[src/rtl/qsd_pkg.sv]
package qsd_pkg;

  // Register offsets; the channel decodes these exact values.
  localparam logic [7:0] REG_CTRL = 8'h00;
  localparam logic [7:0] REG_SRC  = 8'h10;
  localparam logic [7:0] REG_LEN  = 8'h20;

  typedef enum logic [2:0] {
    ST_IDLE,
    ST_READ,
    ST_WAIT,
    ST_SEND,
    ST_DONE
  } qsd_state_e;

  // Byte address of quadword idx, given the log2 of the quadword size.
  function automatic logic [63:0] qw_addr(input logic [63:0] base,
                                          input logic [63:0] idx,
                                          input int unsigned shift);
    return base + (idx << shift);
  endfunction

  // True when idx is the final index of a transfer of cnt quadwords.
  function automatic logic is_final(input logic [31:0] idx,
                                    input logic [31:0] cnt);
    return (cnt != 32'd0) && (idx == cnt - 32'd1);
  endfunction

endpackage

[src/rtl/qsd_regs.sv]
module qsd_regs #(
  parameter int ADDR_W = 32,
  parameter int CNT_W  = 16,
  parameter int CFG_W  = 32
) (
  input  logic              clk,
  input  logic              rst_n,
  input  logic              wr_en,
  input  logic [7:0]        wr_offset,
  input  logic [CFG_W-1:0]  wr_data,
  input  logic              finish_i,
  output logic [ADDR_W-1:0] src_o,
  output logic [CNT_W-1:0]  len_o,
  output logic              start_o,
  output logic              run_o
);
  import qsd_pkg::*;

  logic [ADDR_W-1:0] src_q;
  logic [CNT_W-1:0]  len_q;
  logic              run_q;
  logic              wr_ok;

  // Writes only land while the channel is idle.
  assign wr_ok   = wr_en && !run_q;
  assign start_o = wr_ok && (wr_offset == REG_CTRL) && wr_data[0];

  always_ff @(posedge clk) begin
    if (!rst_n) begin
      src_q <= '0;
      len_q <= '0;
    end else if (wr_ok) begin
      case (wr_offset)
        REG_SRC: src_q <= ADDR_W'(wr_data);
        REG_LEN: len_q <= CNT_W'(wr_data);
        default: ;
      endcase
    end
  end

  // Run flag: set by the start command, cleared when the transfer ends.
  always_ff @(posedge clk) begin
    if (!rst_n)        run_q <= 1'b0;
    else if (start_o)  run_q <= 1'b1;
    else if (finish_i) run_q <= 1'b0;
  end

  assign src_o = src_q;
  assign len_o = len_q;
  assign run_o = run_q;

endmodule

[src/rtl/qsd_beat_ctr.sv]
module qsd_beat_ctr #(
  parameter int ADDR_W     = 32,
  parameter int CNT_W      = 16,
  parameter int BEAT_SHIFT = 4
) (
  input  logic              clk,
  input  logic              rst_n,
  input  logic              load_i,
  input  logic              step_i,
  input  logic [ADDR_W-1:0] src_i,
  input  logic [CNT_W-1:0]  len_i,
  output logic [CNT_W-1:0]  idx_o,
  output logic [ADDR_W-1:0] addr_o,
  output logic              last_o,
  output logic              empty_o
);
  import qsd_pkg::*;

  logic [CNT_W-1:0] idx_q;

  always_ff @(posedge clk) begin
    if (!rst_n)      idx_q <= '0;
    else if (load_i) idx_q <= '0;
    else if (step_i) idx_q <= idx_q + 1'b1;
  end

  // The source register is frozen while running, so the address is derived
  // from it and the index instead of a second running accumulator.
  assign addr_o  = ADDR_W'(qw_addr(64'(src_i), 64'(idx_q), BEAT_SHIFT));
  assign last_o  = is_final(32'(idx_q), 32'(len_i));
  assign empty_o = (len_i == '0);
  assign idx_o   = idx_q;

endmodule

[src/rtl/qsd_fsm.sv]
module qsd_fsm #(
  parameter int DATA_W = 128
) (
  input  logic              clk,
  input  logic              rst_n,
  input  logic              start_i,
  input  logic              empty_i,
  input  logic              last_i,
  input  logic              rd_valid_i,
  input  logic [DATA_W-1:0] rd_data_i,
  input  logic              snk_ready_i,
  output logic              rd_req_o,
  output logic              snk_valid_o,
  output logic [DATA_W-1:0] snk_data_o,
  output logic              accept_o,
  output logic              finish_o
);
  import qsd_pkg::*;

  qsd_state_e state_q, state_d;
  logic [DATA_W-1:0] word_q;

  always_comb begin
    state_d = state_q;
    case (state_q)
      ST_IDLE: if (start_i) state_d = empty_i ? ST_DONE : ST_READ;
      ST_READ: state_d = ST_WAIT;
      ST_WAIT: if (rd_valid_i) state_d = ST_SEND;
      ST_SEND: if (snk_ready_i) state_d = last_i ? ST_DONE : ST_READ;
      ST_DONE: state_d = ST_IDLE;
      default: state_d = ST_IDLE;
    endcase
  end

  always_ff @(posedge clk) begin
    if (!rst_n) state_q <= ST_IDLE;
    else        state_q <= state_d;
  end

  // Word register: loaded only when read data arrives, so it stays put for
  // the whole time the word is offered on the stream.
  always_ff @(posedge clk) begin
    if (!rst_n)                              word_q <= '0;
    else if (state_q == ST_WAIT && rd_valid_i) word_q <= rd_data_i;
  end

  assign rd_req_o    = (state_q == ST_READ);
  assign snk_valid_o = (state_q == ST_SEND);
  assign snk_data_o  = word_q;
  assign accept_o    = (state_q == ST_SEND) && snk_ready_i;
  assign finish_o    = (state_q == ST_DONE);

endmodule

[src/rtl/qw_stream_dma.sv]
module qw_stream_dma #(
  parameter int ADDR_W = 32,
  parameter int CNT_W  = 16,
  parameter int DATA_W = 128,
  parameter int CFG_W  = 32
) (
  input  logic              clk,
  input  logic              rst_n,
  input  logic              cfg_wr_en,
  input  logic [7:0]        cfg_offset,
  input  logic [CFG_W-1:0]  cfg_wr_data,
  output logic              mem_rd_en,
  output logic [ADDR_W-1:0] mem_rd_addr,
  input  logic [DATA_W-1:0] mem_rd_data,
  input  logic              mem_rd_valid,
  output logic              ep_valid,
  output logic [DATA_W-1:0] ep_data,
  output logic              ep_last,
  input  logic              ep_ready,
  output logic              beat_ev,
  output logic [CNT_W-1:0]  beat_ev_idx,
  output logic [ADDR_W-1:0] beat_ev_addr,
  output logic              done_ev,
  output logic              irq_done,
  output logic              chan_busy
);
  localparam int BEAT_BYTES = DATA_W / 8;
  localparam int BEAT_SHIFT = $clog2(BEAT_BYTES);

  // Named internal events between the pieces.
  logic              start_w;
  logic              accept_w;
  logic              finish_w;
  logic              run_w;
  logic              last_w;
  logic              empty_w;
  logic [ADDR_W-1:0] src_w;
  logic [CNT_W-1:0]  len_w;
  logic [CNT_W-1:0]  idx_w;
  logic [ADDR_W-1:0] addr_w;

  qsd_regs #(.ADDR_W(ADDR_W), .CNT_W(CNT_W), .CFG_W(CFG_W)) u_regs (
    .clk      (clk),
    .rst_n    (rst_n),
    .wr_en    (cfg_wr_en),
    .wr_offset(cfg_offset),
    .wr_data  (cfg_wr_data),
    .finish_i (finish_w),
    .src_o    (src_w),
    .len_o    (len_w),
    .start_o  (start_w),
    .run_o    (run_w)
  );

  qsd_beat_ctr #(.ADDR_W(ADDR_W), .CNT_W(CNT_W), .BEAT_SHIFT(BEAT_SHIFT)) u_ctr (
    .clk    (clk),
    .rst_n  (rst_n),
    .load_i (start_w),
    .step_i (accept_w),
    .src_i  (src_w),
    .len_i  (len_w),
    .idx_o  (idx_w),
    .addr_o (addr_w),
    .last_o (last_w),
    .empty_o(empty_w)
  );

  qsd_fsm #(.DATA_W(DATA_W)) u_fsm (
    .clk        (clk),
    .rst_n      (rst_n),
    .start_i    (start_w),
    .empty_i    (empty_w),
    .last_i     (last_w),
    .rd_valid_i (mem_rd_valid),
    .rd_data_i  (mem_rd_data),
    .snk_ready_i(ep_ready),
    .rd_req_o   (mem_rd_en),
    .snk_valid_o(ep_valid),
    .snk_data_o (ep_data),
    .accept_o   (accept_w),
    .finish_o   (finish_w)
  );

  assign mem_rd_addr  = addr_w;
  assign ep_last      = ep_valid && last_w;
  assign beat_ev      = accept_w;
  assign beat_ev_idx  = idx_w;
  assign beat_ev_addr = addr_w;
  assign done_ev      = finish_w;
  assign irq_done     = finish_w;
  assign chan_busy    = run_w;

endmodule

[config.mk]
export PLATFORM = sky130hd
export DESIGN_NAME = qw_stream_dma
export DESIGN_NICKNAME = d
export VERILOG_FILES = /design/src/rtl/qsd_pkg.sv /design/src/rtl/qsd_regs.sv /design/src/rtl/qsd_beat_ctr.sv /design/src/rtl/qsd_fsm.sv /design/src/rtl/qw_stream_dma.sv
export SDC_FILE = /design/constraint.sdc
export NUM_CORES = 1
export LEC_CHECK = 0
export BUFFER_PORTS_ARGS = -buffer_cell sky130_fd_sc_hd__buf_2
export CORE_MARGIN = 10
export CORE_UTILIZATION = 35
export DETAILED_ROUTE_END_ITERATION = 10
export SETUP_SLACK_MARGIN = 0.4
export SLEW_MARGIN = 5
export SYNTH_ARGS = -nofsm -noshare
export SYNTH_HDL_FRONTEND = slang
export SYNTH_SLANG_ARGS = --single-unit
[constraint.sdc]
create_clock -name clk -period 8.65 [get_ports clk]
set_clock_uncertainty 0.2 [all_clocks]
set_input_delay 1.73 -clock clk [delete_from_list [all_inputs] [get_ports clk]]
set_output_delay 1.73 -clock clk [all_outputs]
set_load 0.02 [all_outputs]
Yosys cells after proc, flatten, opt, wreduce, memory -nomap -nowiden
Cells that the tools add are included.
{"block": "totals", "out_inout_bits": 215, "register_bits": 196, "in_bits": 173, "elab_cells": 45}
{"block": "op_classes", "mux": 8, "bitwise_logic": 1, "n_reduce_logical": 17, "addsub": 3, "n_eq_ne": 10}
{"op": "adder 32 x 20 -> 32 bit", "n": 1}
{"op": "equality test 16 x 32 -> 1 bit", "n": 1}
{"op": "subtractor 16 x 1 -> 17 bit (second input constant)", "n": 1}
{"op": "adder 16 x 1 -> 16 bit (second input constant)", "n": 1}
{"op": "zero test 16 bit", "n": 1}
{"op": "nonzero test 16 bit", "n": 1}
{"op": "2-to-1 mux 3 bit", "n": 5}
{"op": "one-hot mux 3 bit (4 select lines)", "n": 1}
{"op": "equality test 8 x 5 -> 1 bit (second input constant)", "n": 1}
{"op": "equality test 8 x 6 -> 1 bit (second input constant)", "n": 1}
{"op": "zero test 8 bit", "n": 1}
{"op": "logical AND 1 bit", "n": 7}
{"op": "equality test 3 x 2 -> 1 bit (second input constant)", "n": 2}
{"op": "!= test 2 bit (second input constant)", "n": 2}
{"op": "AND reduction 2 bit", "n": 2}
{"op": "equality test 3 x 1 -> 1 bit (second input constant)", "n": 1}
{"op": "equality test 3 bit (second input constant)", "n": 1}
{"op": "zero test 3 bit", "n": 1}
{"op": "AND reduction 3 bit", "n": 1}
{"op": "2-to-1 mux 1 bit", "n": 2}
{"op": "!= test 2 x 1 -> 1 bit (second input constant)", "n": 1}
{"op": "nonzero test 2 bit", "n": 1}
{"op": "OR reduction 2 bit", "n": 1}
{"op": "zero test 1 bit", "n": 1}
{"op": "inverter 1 bit", "n": 1}

Depth between registers and ports, before layout
{"block": "logic_depth", "ltp_word": 6, "ltp_mapped": 11, "ltp_nobuf": 10}

By module
A second synthesis with hierarchy kept.
{"block": "hier_totals", "cells_unflattened": 1187, "hier_area_um2": 9741.8}
{"mod": "qsd_fsm", "instances": 1, "area_each_um2": 4884.7, "cells_per_inst": 578, "seq_area_each_um2": 2622.5}
{"mod": "qsd_beat_ctr", "instances": 1, "area_each_um2": 2613.8, "cells_per_inst": 374, "seq_area_each_um2": 320.3}
{"mod": "qsd_regs", "instances": 1, "area_each_um2": 1989.4, "cells_per_inst": 201, "seq_area_each_um2": 980.9}
{"mod": "qw_stream_dma", "instances": 1, "area_each_um2": 254.0, "cells_per_inst": 34, "seq_area_each_um2": 0.0}

Least setup slack after synthesis
Ideal clock, no wire load.
{"block": "synth_path", "path_type": "reg-to-output", "from": "register u_ctr.idx_q[0], in the netlist u_ctr.idx_o[0]", "to": "output port mem_rd_addr[22]", "stages_incl_launch_ff": 12, "t_required_ns": 6.720, "arrival_ns": 2.901, "path_slack_ns": 3.819, "n_path_buf": 1, "path_cell_list": "dfxtp_1 ha_1 inv_1 fa_1 nor2b_1 o21a_1 o21ai_0 a21oi_1 a41o_1 o2111ai_1 xnor2_1 buf_4"}
{"block": "synth_between", "elab_chain_len": 1}
{"element": "start, declared", "line": "qsd_beat_ctr.sv:19", "text": "logic [CNT_W-1:0] idx_q;"}
{"element": "start signal, assigned", "line": "qsd_beat_ctr.sv:24", "text": "else if (step_i) idx_q <= idx_q + 1'b1;"}
{"element": "adder 32 x 20 -> 32 bit", "line": "qsd_pkg.sv:20", "text": "return base + (idx << shift);"}
{"element": "end, declared", "line": "qw_stream_dma.sv:13", "text": "output logic [ADDR_W-1:0] mem_rd_addr,"}
No other way between the ends.

Worst setup path in the final report
{"block": "layout_path", "from": "register u_ctr.idx_q[0], in the netlist u_ctr.idx_o[0]", "to": "output port beat_ev_addr[31]"}
{"block": "layout_between", "elab_chain_len": 1}
{"element": "adder 32 x 20 -> 32 bit", "line": "qsd_pkg.sv:20"}
{"element": "end, declared", "line": "qw_stream_dma.sv:22", "text": "output logic [ADDR_W-1:0] beat_ev_addr,"}
No other way between the ends.

==> impl_metrics.yaml <==
placed_design:
  pre_cts_ws_ps: 3720
  gp_congestion: 0.856
  portBuffers: 387
  dpl.hpwl_um: 23900
  dp.cells: 1738
  place_area_um2: 11100
floorplan:
  core_area_um2: 26000
  die_w_um: 182
  io_pins: 388
  initial_core_util: 0.354
  dieHeight_um: 182
  rows: 59
  die-area_um2: 33200
grt:
  grt_overflow_total: 0
  grt_max_degree: 107
  antenna_found_initial: 5
  grt_pass1_vias: 8326
  grt_pass1_wl_um: 47800
  grt_use_total: 0.180
clock_tree:
  cts-resized-gates: 0
  htreeDepth: 4
  clkTransAtPathRegs_ps: 90
  cts_tree: "built"
  cts-root-buf: "clkbuf_16"
  ctsHoldBuffers: 0
  clockBufferDepth: 2
  cts_inserted_buffers: 17
  cts_sinks: 196
  cts_setup_buffers: 0
  clkLatencyLatePin_ps: 440
critical_path:
  crit_arrival_ps: 3500
  critPathLaunchType: "flip-flop"
  worstPathRequired_ps: 6720
  critical_path_class: "reg -> out"
  cp-end-kind: "primary output"
  critPathMaxFanout: 7
min_path:
  hold_path.class: "reg -> reg"
timing:
  slew_headroom: 0.255
  timing.fmax_mhz: 184
  finalSetupTns_ps: 0
  maxSlewViolCount: 0
  fin_crit_ps: 5430
  hold_viol: 0
  min_period_over_period: 0.628
  layout_setup_ws_ps: 3220
  finalSetupViolations: 0
  rsz0062_at_grt: "false"
  tightest_slew_ps: 1120
detailed_routing:
  via_per_inst: 4.78
  drc: 0
  drtPass1Iterations: 4
  num_vias: 8481
  wl_um: 31400
  drtIter0Drc: 408
  ant_nets: 0
  wl_per_cell_um: 17.7
final_layout:
  syn2layout_area_growth_pct: 27.6
  design_area_um2: 11700
  final_cells: 1774
  drive_gt1_frac: 0.307
  multi_input_area_um2: 4710
  fin_nets: 1614
  fillCellCount: 2639
  fin_util: 0.452
  regArea_um2: 3920
logic_synthesis:
  yosys_warnings: 0
  synth_edf_count: 0
  netlist_area_um2: 9190
  synth_nets: 1302
  netlist_instances: 1110
  dominantRegCellSynth: "dfxtp_1"
  async_flop_share: 0
  yosysSeqAreaShare: 0.427
  avgSynthCellArea_um2: 8.28
  synth_top_area_share: 0.427
  synth-seq-cells: 196
  netlist-cell-type-count: 63
  netlist_top_cells_area: "dfxtp_1, nand2_1, a21boi_0, buf_4, xnor2_1"
  yosys.area.top_type: "dfxtp_1"
job:
  maxCapViolCount: 0
run_status:
  status: "completed"
power:
  power.leakage_uw: 0.00531
  vdd_ir_drop_max_mv: 0.139
  power_density_nw_per_um2: 156
==> metrics by stage <==
step,power (µW),hold slack [ps]
finish,1830,263
global route,1900,287
global placement,993,249
CTS,1860,267
floorplan,946,245
detailed placement,993,255
==> path summary, 6_finish.rpt <==
path                              end  cells after the start                 from  slack, ps
setup / recovery     beat_ev_addr[31]                      9       u_ctr.idx_o[0]       3220
hold / removal    u_fsm.snk_data_o[7]                      2  u_fsm.snk_data_o[7]        260
setup reg to reg     u_regs.len_o[15]                      6         u_regs.run_o       5790
hold reg to reg   u_fsm.snk_data_o[7]                      2  u_fsm.snk_data_o[7]        260
==> cells in the mapped netlist, types with 3 or more instances <==
cell type,n
inv_1,11
nor2_1,35
mux2i_1,18
nand4_1,11
nand3_1,14
a31oi_1,3
xor2_1,20
ha_1,18
o21ai_0,12
nand2_1,343
nor4_1,4
nor2b_1,23
and3_1,8
o211ai_1,5
nor3_1,8
a21oi_1,20
or3_1,5
buf_4,39
dfxtp_1,196
xnor2_1,31
a21boi_0,163
o22ai_1,3
o21a_1,6
nand2b_1,4
a21o_1,5
clkbuf_1,58
and4_1,3
==> metal layers <==
metal | share of wire | vias up | global-route usage
met5 | 0.00041 | - | 0
met4 | 0.0061 | 2 | 0.0319
met3 | 0.094 | 15 | 0.0811
met2 | 0.49 | 254 | 0.307
met1 | 0.40 | 3916 | 0.204
li1 | - | 4294 | -
==> cell type report <==
type	instances	area share
diodes	4	0.000853
clock buffers	17	0.0363
clock inverters	15	0.0187
inverters	11	0.00352
multi-input cells	803	0.401
flip-flops and latches	196	0.334
well taps	335	0.0357
repair buffers	393	0.169
==> cell families after synthesis <==
logic type / share of synthesized area
mux: 0.0208
simple gates: 0.226
flops: 0.427
buf+inv: 0.0625
fa+ha+maj: 0.0267
compound gates: 0.188
xor+xnor: 0.0486
==> cells in the final DEF, fill, tap and decap left out, types with 20 or more instances in the layout <==
master / Yosys / final
a21oi_1: 20 / 20
nand2_1: 343 / 343
xnor2_1: 31 / 31
xor2_1: 20 / 20
a21boi_0: 163 / 163
nor2_1: 35 / 35
buf_2: 1 / 386
dfxtp_1: 196 / 196
nor2b_1: 23 / 23
==> sequential cells by signal, summed over array words and instances, names as in the netlist <==
name,cells
u_ctr.idx_o,16
u_regs.len_o,16
u_regs.run_o,1
u_fsm.snk_data_o,128
u_fsm.state_q,3
u_regs.src_o,32
==> critical path, stage by stage, from the launching register on <==
cell and delay (ps):
dfxtp_1 490, ha_1 240, a21o_1 150, a21oi_1 110
o21ai_0 260, or4b_1 580, a31oi_1 610, nand3_1 190
xnor2_1 230, buf_2 210
==> power by group <==
part	total, µW	switching [µW]	internal (µW)
logic	69.0	28.8	40.2
clock network	864	453	411
registers	902	0.322	902
total	1830	482	1350
(Power assumes the default switching activity.)
